===== src/rtl/privflag_pkg.sv =====
package privflag_pkg;
  localparam int ILL_N  = 12;
  localparam int VIRT_N = 8;
  localparam int LVL_N  = 3;  // machine, hypervisor, supervisor
  localparam int CBI_W  = 2;

  // illegal-instruction class positions
  localparam int IL_SFVMA = 0;
  localparam int IL_SFPRT = 1;
  localparam int IL_HFGV  = 2;
  localparam int IL_HFVV  = 3;
  localparam int IL_HLSV  = 4;
  localparam int IL_FPOFF = 5;
  localparam int IL_VCOFF = 6;
  localparam int IL_WFI   = 7;
  localparam int IL_FRM   = 8;
  localparam int IL_CBZ   = 9;
  localparam int IL_CBCF  = 10;
  localparam int IL_CBI   = 11;

  // virtual-instruction class positions
  localparam int VI_SFVMA = 0;
  localparam int VI_SFPRT = 1;
  localparam int VI_HFNC  = 2;
  localparam int VI_HLSV  = 3;
  localparam int VI_WFI   = 4;
  localparam int VI_CBZ   = 5;
  localparam int VI_CBCF  = 6;
  localparam int VI_CBI   = 7;

  localparam int LV_M = 0;
  localparam int LV_H = 1;
  localparam int LV_S = 2;

  typedef enum logic [CBI_W-1:0] {
    CBI_OFF   = 2'b00,
    CBI_FLUSH = 2'b01,
    CBI_RSVD  = 2'b10,
    CBI_INVAL = 2'b11
  } cbiMode_e;

  typedef struct packed {
    logic isM;
    logic isHS;
    logic isHU;
    logic isVS;
    logic isVU;
  } modeStrobe_t;
endpackage


===== src/rtl/privflag_mode_ctrl.sv =====
module privflag_mode_ctrl
  import privflag_pkg::*;
(
  input  logic        virtMode,
  input  logic [1:0]  privLvl,
  output modeStrobe_t strobes
);
  logic lvlM, lvlS, lvlU;

  always_comb begin
    lvlM = (privLvl == 2'b11);
    lvlS = (privLvl == 2'b01);
    lvlU = !lvlM && !lvlS;
    strobes.isM  = lvlM;
    strobes.isHS = !virtMode && lvlS;
    strobes.isHU = !virtMode && lvlU;
    strobes.isVS = virtMode && lvlS;
    strobes.isVU = virtMode && lvlU;
  end
endmodule


===== src/rtl/privflag_rule_dp.sv =====
module privflag_rule_dp
  import privflag_pkg::*;
#(
  parameter int ST_W    = 2,
  parameter int FRM_W   = 3,
  parameter int FRM_MAX = 4
) (
  input  modeStrobe_t              strobes,
  input  logic                     tvm,
  input  logic                     tw,
  input  logic                     vtvm,
  input  logic                     vtw,
  input  logic                     hypUser,
  input  logic [ST_W-1:0]          fpState,
  input  logic [ST_W-1:0]          vecState,
  input  logic [FRM_W-1:0]         frmVal,
  input  logic [LVL_N-1:0]         envZeroEn,
  input  logic [LVL_N-1:0]         envCleanEn,
  input  logic [LVL_N*CBI_W-1:0]   envInvalCfg,
  output logic [ILL_N-1:0]         illRaw,
  output logic [VIRT_N-1:0]        virtRaw,
  output logic                     flushRaw
);
  localparam logic [FRM_W-1:0] FRM_LIMIT = FRM_W'(FRM_MAX);

  logic [LVL_N-1:0] cbiOff;
  logic [LVL_N-1:0] cbiFlush;

  for (genvar g = 0; g < LVL_N; g++) begin : g_cbiLvl
    logic [CBI_W-1:0] fieldVal;
    assign fieldVal    = envInvalCfg[g*CBI_W +: CBI_W];
    assign cbiOff[g]   = (fieldVal == CBI_OFF);
    assign cbiFlush[g] = (fieldVal == CBI_FLUSH);
  end

  logic [ILL_N-1:0]  ill;
  logic [VIRT_N-1:0] vir;
  logic              nonM;

  always_comb begin
    nonM = !strobes.isM;
    ill  = '0;
    vir  = '0;

    ill[IL_SFVMA] = (strobes.isHS && tvm) || strobes.isHU;
    ill[IL_HFGV]  = (strobes.isHS && tvm) || strobes.isHU;
    ill[IL_SFPRT] = strobes.isHU;
    ill[IL_HFVV]  = strobes.isHU;
    ill[IL_HLSV]  = strobes.isHU && !hypUser;
    ill[IL_FPOFF] = (fpState == '0);
    ill[IL_VCOFF] = (vecState == '0);
    ill[IL_WFI]   = strobes.isHU || (nonM && tw);
    ill[IL_FRM]   = (frmVal > FRM_LIMIT);
    ill[IL_CBZ]   = (nonM && !envZeroEn[LV_M]) || (strobes.isHU && !envZeroEn[LV_S]);
    ill[IL_CBCF]  = (nonM && !envCleanEn[LV_M]) || (strobes.isHU && !envCleanEn[LV_S]);
    ill[IL_CBI]   = (nonM && cbiOff[LV_M]) || (strobes.isHU && cbiOff[LV_S]);

    vir[VI_SFVMA] = (strobes.isVS && vtvm) || strobes.isVU;
    vir[VI_SFPRT] = strobes.isVU;
    vir[VI_HFNC]  = strobes.isVS || strobes.isVU;
    vir[VI_HLSV]  = strobes.isVS || strobes.isVU;
    vir[VI_WFI]   = !tw && (strobes.isVU || (strobes.isVS && vtw));
    vir[VI_CBZ]   = envZeroEn[LV_M] &&
                    ((strobes.isVS && !envZeroEn[LV_H]) ||
                     (strobes.isVU && !(envZeroEn[LV_H] && envZeroEn[LV_S])));
    vir[VI_CBCF]  = envCleanEn[LV_M] &&
                    ((strobes.isVS && !envCleanEn[LV_H]) ||
                     (strobes.isVU && !(envCleanEn[LV_H] && envCleanEn[LV_S])));
    vir[VI_CBI]   = !cbiOff[LV_M] &&
                    ((strobes.isVS && cbiOff[LV_H]) ||
                     (strobes.isVU && (cbiOff[LV_H] || cbiOff[LV_S])));

    // illegal wins over virtual within a class
    virtRaw = vir;
    virtRaw[VI_SFVMA] = vir[VI_SFVMA] && !ill[IL_SFVMA];
    virtRaw[VI_SFPRT] = vir[VI_SFPRT] && !ill[IL_SFPRT];
    virtRaw[VI_HFNC]  = vir[VI_HFNC]  && !(ill[IL_HFGV] || ill[IL_HFVV]);
    virtRaw[VI_HLSV]  = vir[VI_HLSV]  && !ill[IL_HLSV];
    virtRaw[VI_WFI]   = vir[VI_WFI]   && !ill[IL_WFI];
    virtRaw[VI_CBZ]   = vir[VI_CBZ]   && !ill[IL_CBZ];
    virtRaw[VI_CBCF]  = vir[VI_CBCF]  && !ill[IL_CBCF];
    virtRaw[VI_CBI]   = vir[VI_CBI]   && !ill[IL_CBI];
    illRaw = ill;

    flushRaw = (strobes.isHS && cbiFlush[LV_M]) ||
               (strobes.isHU && (cbiFlush[LV_M] || cbiFlush[LV_S])) ||
               (strobes.isVS && (cbiFlush[LV_M] || cbiFlush[LV_H])) ||
               (strobes.isVU && (|cbiFlush));
  end
endmodule


===== src/rtl/privflag_out_stage.sv =====
module privflag_out_stage #(
  parameter int W       = 21,
  parameter bit REG_OUT = 1'b1
) (
  input  logic         clk,
  input  logic         rstN,
  input  logic [W-1:0] dIn,
  output logic [W-1:0] qOut
);
  if (REG_OUT) begin : g_reg
    always_ff @(posedge clk) begin
      if (!rstN) qOut <= '0;
      else       qOut <= dIn;
    end
  end else begin : g_pass
    assign qOut = dIn;
  end
endmodule


===== src/rtl/privflag_check.sv =====
module privflag_check
  import privflag_pkg::*;
#(
  parameter int ST_W    = 2,
  parameter int FRM_W   = 3,
  parameter int FRM_MAX = 4,
  parameter bit REG_OUT = 1'b1
) (
  input  logic                   clk,
  input  logic                   rstN,
  input  logic                   virtMode,
  input  logic [1:0]             privLvl,
  input  logic                   tvm,
  input  logic                   tw,
  input  logic                   vtvm,
  input  logic                   vtw,
  input  logic                   hypUser,
  input  logic [ST_W-1:0]        fpState,
  input  logic [ST_W-1:0]        vecState,
  input  logic [FRM_W-1:0]       frmVal,
  input  logic [2:0]             envZeroEn,
  input  logic [2:0]             envCleanEn,
  input  logic [5:0]             envInvalCfg,
  output logic [11:0]            illFlags,
  output logic [7:0]             virtFlags,
  output logic                   invalAsFlush
);
  localparam int OUT_W = ILL_N + VIRT_N + 1;

  modeStrobe_t       strobes;
  logic [ILL_N-1:0]  illRaw;
  logic [VIRT_N-1:0] virtRaw;
  logic              flushRaw;
  logic [OUT_W-1:0]  packedOut;

  privflag_mode_ctrl u_modeCtrl (
    .virtMode (virtMode),
    .privLvl  (privLvl),
    .strobes  (strobes)
  );

  privflag_rule_dp #(
    .ST_W    (ST_W),
    .FRM_W   (FRM_W),
    .FRM_MAX (FRM_MAX)
  ) u_ruleDp (
    .strobes     (strobes),
    .tvm         (tvm),
    .tw          (tw),
    .vtvm        (vtvm),
    .vtw         (vtw),
    .hypUser     (hypUser),
    .fpState     (fpState),
    .vecState    (vecState),
    .frmVal      (frmVal),
    .envZeroEn   (envZeroEn),
    .envCleanEn  (envCleanEn),
    .envInvalCfg (envInvalCfg),
    .illRaw      (illRaw),
    .virtRaw     (virtRaw),
    .flushRaw    (flushRaw)
  );

  privflag_out_stage #(
    .W       (OUT_W),
    .REG_OUT (REG_OUT)
  ) u_outStage (
    .clk  (clk),
    .rstN (rstN),
    .dIn  ({flushRaw, virtRaw, illRaw}),
    .qOut (packedOut)
  );

  assign illFlags     = packedOut[ILL_N-1:0];
  assign virtFlags    = packedOut[ILL_N +: VIRT_N];
  assign invalAsFlush = packedOut[OUT_W-1];
endmodule


===== config.mk =====
export PLATFORM = sky130hd
export DESIGN_NAME = privflag_check
export DESIGN_NICKNAME = d
export VERILOG_FILES = /design/src/rtl/privflag_pkg.sv /design/src/rtl/privflag_mode_ctrl.sv /design/src/rtl/privflag_rule_dp.sv /design/src/rtl/privflag_out_stage.sv /design/src/rtl/privflag_check.sv
export SDC_FILE = /design/constraint.sdc
export NUM_CORES = 1
export LEC_CHECK = 0
export BUFFER_PORTS_ARGS = -buffer_cell sky130_fd_sc_hd__buf_4
export CORE_MARGIN = 2
export CORE_UTILIZATION = 28
export DETAILED_ROUTE_END_ITERATION = 8
export SYNTH_ARGS = -nofsm -noshare
export SYNTH_HDL_FRONTEND = slang
export SYNTH_SLANG_ARGS = --single-unit

===== constraint.sdc =====
create_clock -name clk -period 1 [get_ports clk]
set_clock_uncertainty 0.2 [all_clocks]
set_input_delay 0.05 -clock clk [delete_from_list [all_inputs] [get_ports clk]]
set_output_delay 0.05 -clock clk [all_outputs]
set_load 0.05 [all_outputs]

Word level (Yosys, flattened, before mapping)
Index checks and enable logic that the tools add are counted.
Widths: inputs -> output; s select.
Storage, ports and cells
  bits in registers: 21
  ROM bits: 0
  RAM bits: 0
  input bits: 29
  latch bits: 0
  word-level logic and storage cells: 93
  memories kept: 0
Cells by class
  $add $sub $neg: 0
  reduce and logical (&&, ||, !) cells: 86
  bitwise gates (word level): 0
  divide/modulo/power cells: 0
  shifts and indexed selects: 0
  multiplexer cells: 0
  order comparisons: 1
  equality and inequality tests: 5
  multipliers: 0
Operators with widths (count)
  $logic_and 1x1->1: 40
  $logic_not 1->1: 22
  $logic_or 1x1->1: 18
  $logic_not 2->1: 5
  $eq 2x1->1 const B: 4
  $gt 3x3->1 const B: 1
  $reduce_or 3->1: 1
  $eq 2x2->1 const B: 1

Longest topological paths before layout
  word-level depth: 8
  mapped depth: 4
  depth with buffers taken out: 4

Hierarchy
From an unflattened synthesis, not the netlist that was laid out.
Unflattened totals
  cells, all modules: 90
  area total of the unflattened synthesis: 879.6 um^2
By module, submodules not included
  privflag_out_stage: cells each 44, times used 1, sequential area each 420.4 um^2, area an instance 593.1 um^2
  privflag_rule_dp: cells each 40, times used 1, sequential area each 0.0 um^2, area an instance 236.5 um^2
  privflag_mode_ctrl: cells each 6, times used 1, sequential area each 0.0 um^2, area an instance 50.0 um^2

Worst setup path after synthesis
Ideal clock, no wire load.
  path kind: register to output
  start: register u_outStage.qOut[2]
  end: output illFlags[2]
  stages on the path, launching flop included: 2
  arrival time: 894 ps
  required time: 750 ps
  slack: -144 ps
  path through: dfxtp_1 buf_4
RTL lines
  start, declared: RTL line privflag_out_stage.sv:8  | output logic [W-1:0] qOut
  start signal, assigned: RTL line privflag_out_stage.sv:13  | else qOut <= dIn;
  end, declared: RTL line privflag_check.sv:24  | output logic [11:0] illFlags,
No word-level cell between the ends.

==> results.sh <==
export IMPL_cp_slowest_stage_delay_ns=0.36
export IMPL_place_congestion=0.7484
export IMPL_hp_class="input port to register"
export IMPL_cts_clk_slew_worst_paths_ns=0.11
export IMPL_holdWs_ns=-0.1540
export IMPL_cts_made_buffers=3
export IMPL_period_share_pct=104.9
export IMPL_area_growth_pct=108.9
export IMPL_top_regs="u_outStage.qOut x19"
export IMPL_placed_area_um2=1092
export IMPL_hold_violations=16
export IMPL_stdcell_area_um2=1476
export IMPL_fin_cells=168
export IMPL_cts_sinks=19
export IMPL_path_max_fanout=2
export IMPL_layout_commonest_cell="buf_4"
export IMPL_ys_ff_latch=19
export IMPL_drtPass1Iterations=1
export IMPL_cts_buffer_depth=2
export IMPL_crit_buf_inv=1
export IMPL_dieArea_um2=2943
export IMPL_leakage_nw=0.6738
export IMPL_wl_per_cell_um=12.58
export IMPL_finalWorstSetupSlack_ns=-0.04922
export IMPL_cp_end_kind="primary output"
export IMPL_cp_required_ns=0.75
export IMPL_finalNetCount=168
export IMPL_cts_setup_buffers=0
export IMPL_finalMaxSlewViolations=0
export IMPL_syn_area_per_cell_um2=10.25
export IMPL_port_buffers=49
export IMPL_vdd_drop_max_mv=0.6217
export IMPL_fmax_mhz=953.1
export IMPL_hpwlAfterDp_mm=1.407
export IMPL_num_rows=18
export IMPL_synth_cell_types=30
export IMPL_yosysSeqAreaShare_pct=53.81
export IMPL_crit_slowest_cell="dfxtp_2"
export IMPL_power_density_nw_per_um2=1153
export IMPL_start_kind="register"
export IMPL_h_tree_depth=1
export IMPL_initial_utilization_pct=29.06
export IMPL_status="finished with violations"
export IMPL_gr_usage_all_layers_pct=14.08
export IMPL_crit_family="flip-flops"
export IMPL_path_cells="buf_6"
export IMPL_dieHeight_um=54.25
export IMPL_core_um2=2432
export IMPL_critPathArrivalTime_ns=0.80
export IMPL_die_width_um=54.25
export IMPL_drtAntennaViolNets=0
export IMPL_slew_headroom_pct=83.88
export IMPL_path_class="register to primary output"
export IMPL_grt_antenna_before_repair=0
export IMPL_drc=0
export IMPL_worst_pin_slew_ns=0.2412
export IMPL_grt_pass1_wl_mm=2.953
export IMPL_rsz0062_at_grt="true"
export IMPL_num_fill_cells=195
export IMPL_finalWirelength_mm=2.114
export IMPL_finalSetupViolations=22
export IMPL_post_route_min_period_ns=1.049
export IMPL_via_per_inst=4.488
export IMPL_grt_max_degree=12
export IMPL_top_level_ports=50
export IMPL_cts_tree="built"
export IMPL_cts_root_buffer="clkbuf_4"
export IMPL_mostFrequentLayoutCells="buf_4, dlygate4sd3_1, dfxtp_2"
export IMPL_first_iter_violations=0
export IMPL_syn_num_nets=98
export IMPL_cap_violations=0
export IMPL_dr_total_vias=754
export IMPL_failed_checks="negative hold slack, negative setup slack"
export IMPL_drive_above_1_share_pct=58.70
export IMPL_top_register="u_outStage.qOut"
export IMPL_first_global_vias=665
export IMPL_largest_reg_flops=19
export IMPL_yosys_warnings=0
export IMPL_netlist_area_um2=706.9
export IMPL_syn_inst=69
export IMPL_antenna_cells=0
export IMPL_grt_overflow=0
export IMPL_dp_cells=145
-- path summary, 6_finish.rpt --
check,startpoint,slack (ns),end,cells past startpoint
worst max-delay path,u_outStage.qOut[2],-0.05,illFlags[0],1
worst min-delay path,rstN,-0.15,u_outStage.qOut[11],2
-- Yosys cell counts --
| library cell | instances | area share, % |
|---|---|---|
| a211oi_1 | 1 | 1.1 |
| a21boi_1 | 1 | 1.1 |
| a21oi_1 | 2 | 1.4 |
| a22oi_1 | 1 | 1.1 |
| a31oi_1 | 1 | 0.89 |
| and2_1 | 3 | 2.7 |
| and2_4 | 1 | 1.2 |
| and2b_1 | 1 | 1.1 |
| and3_1 | 2 | 1.8 |
| and3b_2 | 1 | 1.4 |
| buf_4 | 2 | 2.1 |
| buf_6 | 1 | 1.6 |
| clkbuf_1 | 1 | 0.53 |
| dfxtp_1 | 19 | 54 |
| inv_1 | 3 | 1.6 |
| nand2_1 | 1 | 0.53 |
| nand2_2 | 1 | 0.89 |
| nand2b_1 | 3 | 2.7 |
| nor2_1 | 4 | 2.1 |
| nor2_2 | 1 | 0.89 |
| nor2b_1 | 1 | 0.89 |
| nor3_1 | 3 | 2.1 |
| nor3b_1 | 2 | 2.1 |
| nor4b_2 | 2 | 4.2 |
| o211a_1 | 1 | 1.4 |
| o21a_1 | 1 | 1.1 |
| o21ai_0 | 5 | 3.5 |
| o221a_2 | 1 | 1.6 |
| o22ai_1 | 2 | 1.8 |
| or2_1 | 1 | 0.89 |
-- final cells by class --
cell class | instances | area, um2 | share of cell area [%]
repair buffers | 69 | 700.7 | 47.46
flip-flops and latches | 19 | 404.1 | 27.37
multi-input cells | 43 | 296.5 | 20.08
well taps | 30 | 37.54 | 2.542
clock buffers | 4 | 26.28 | 1.780
inverters | 3 | 11.26 | 0.7627
-- cell families after synthesis --
| kind of cell | after synthesis | share of synthesized area (%) |
|---|---|---|
| AND/OR/NAND/NOR | 27 | 25.49 |
| flip-flops | 19 | 53.80 |
| AO/OA/AOI/OAI | 16 | 14.87 |
| buffers and inverters | 7 | 5.839 |
-- power by group --
part | internal, W | total [W] | switching [W]
logic | 0.000257 | 0.000504 | 0.000247
clock network | 0.000155 | 0.000376 | 0.000221
registers | 0.000799 | 0.000822 | 0.0000229
total | 0.00121 | 0.00170 | 0.000491
-- repair_timing --
item / CTS / global route
endpoints found under the setup margin: 21 / 27
pin swaps: 0 / 1
gates resized for setup: 45 / 12
gates cloned: 0 / 0
hold buffers: 20 / 1
hold endpoints to repair: 19 / 15
-- per-layer routing --
layer / vias up / global-route usage [%] / share of wire (%) / wire length, um
li1: 377 / - / - / -
met1: 348 / 17.31 / 41 / 860
met2: 27 / 24.30 / 53 / 1111
met3: 2 / 1.913 / 5.8 / 122
met4: 0 / 6.250 / 0.90 / 19
met5: - / 0 / 0 / 0
-- per-stage QoR --
step	worst slack, ns	total power [W]	hold WS (ns)	TNS, ns	util (%)
final	-0.04922	0.001703	-0.1540	-0.5572	60.70
after floorplan	0.03250	0.001041	-0.07724	0	-
after global placement	-0.0003856	0.001210	0.01053	-0.0003856	44.91
after detailed placement	-0.005678	0.001213	0.01320	-0.01119	44.91
after CTS	-0.05680	0.001691	-0.1546	-0.6406	59.41
after global routing	-0.09405	0.001793	-0.1670	-1.391	60.70
No activity file was read; power rests on OpenSTA's default activity.
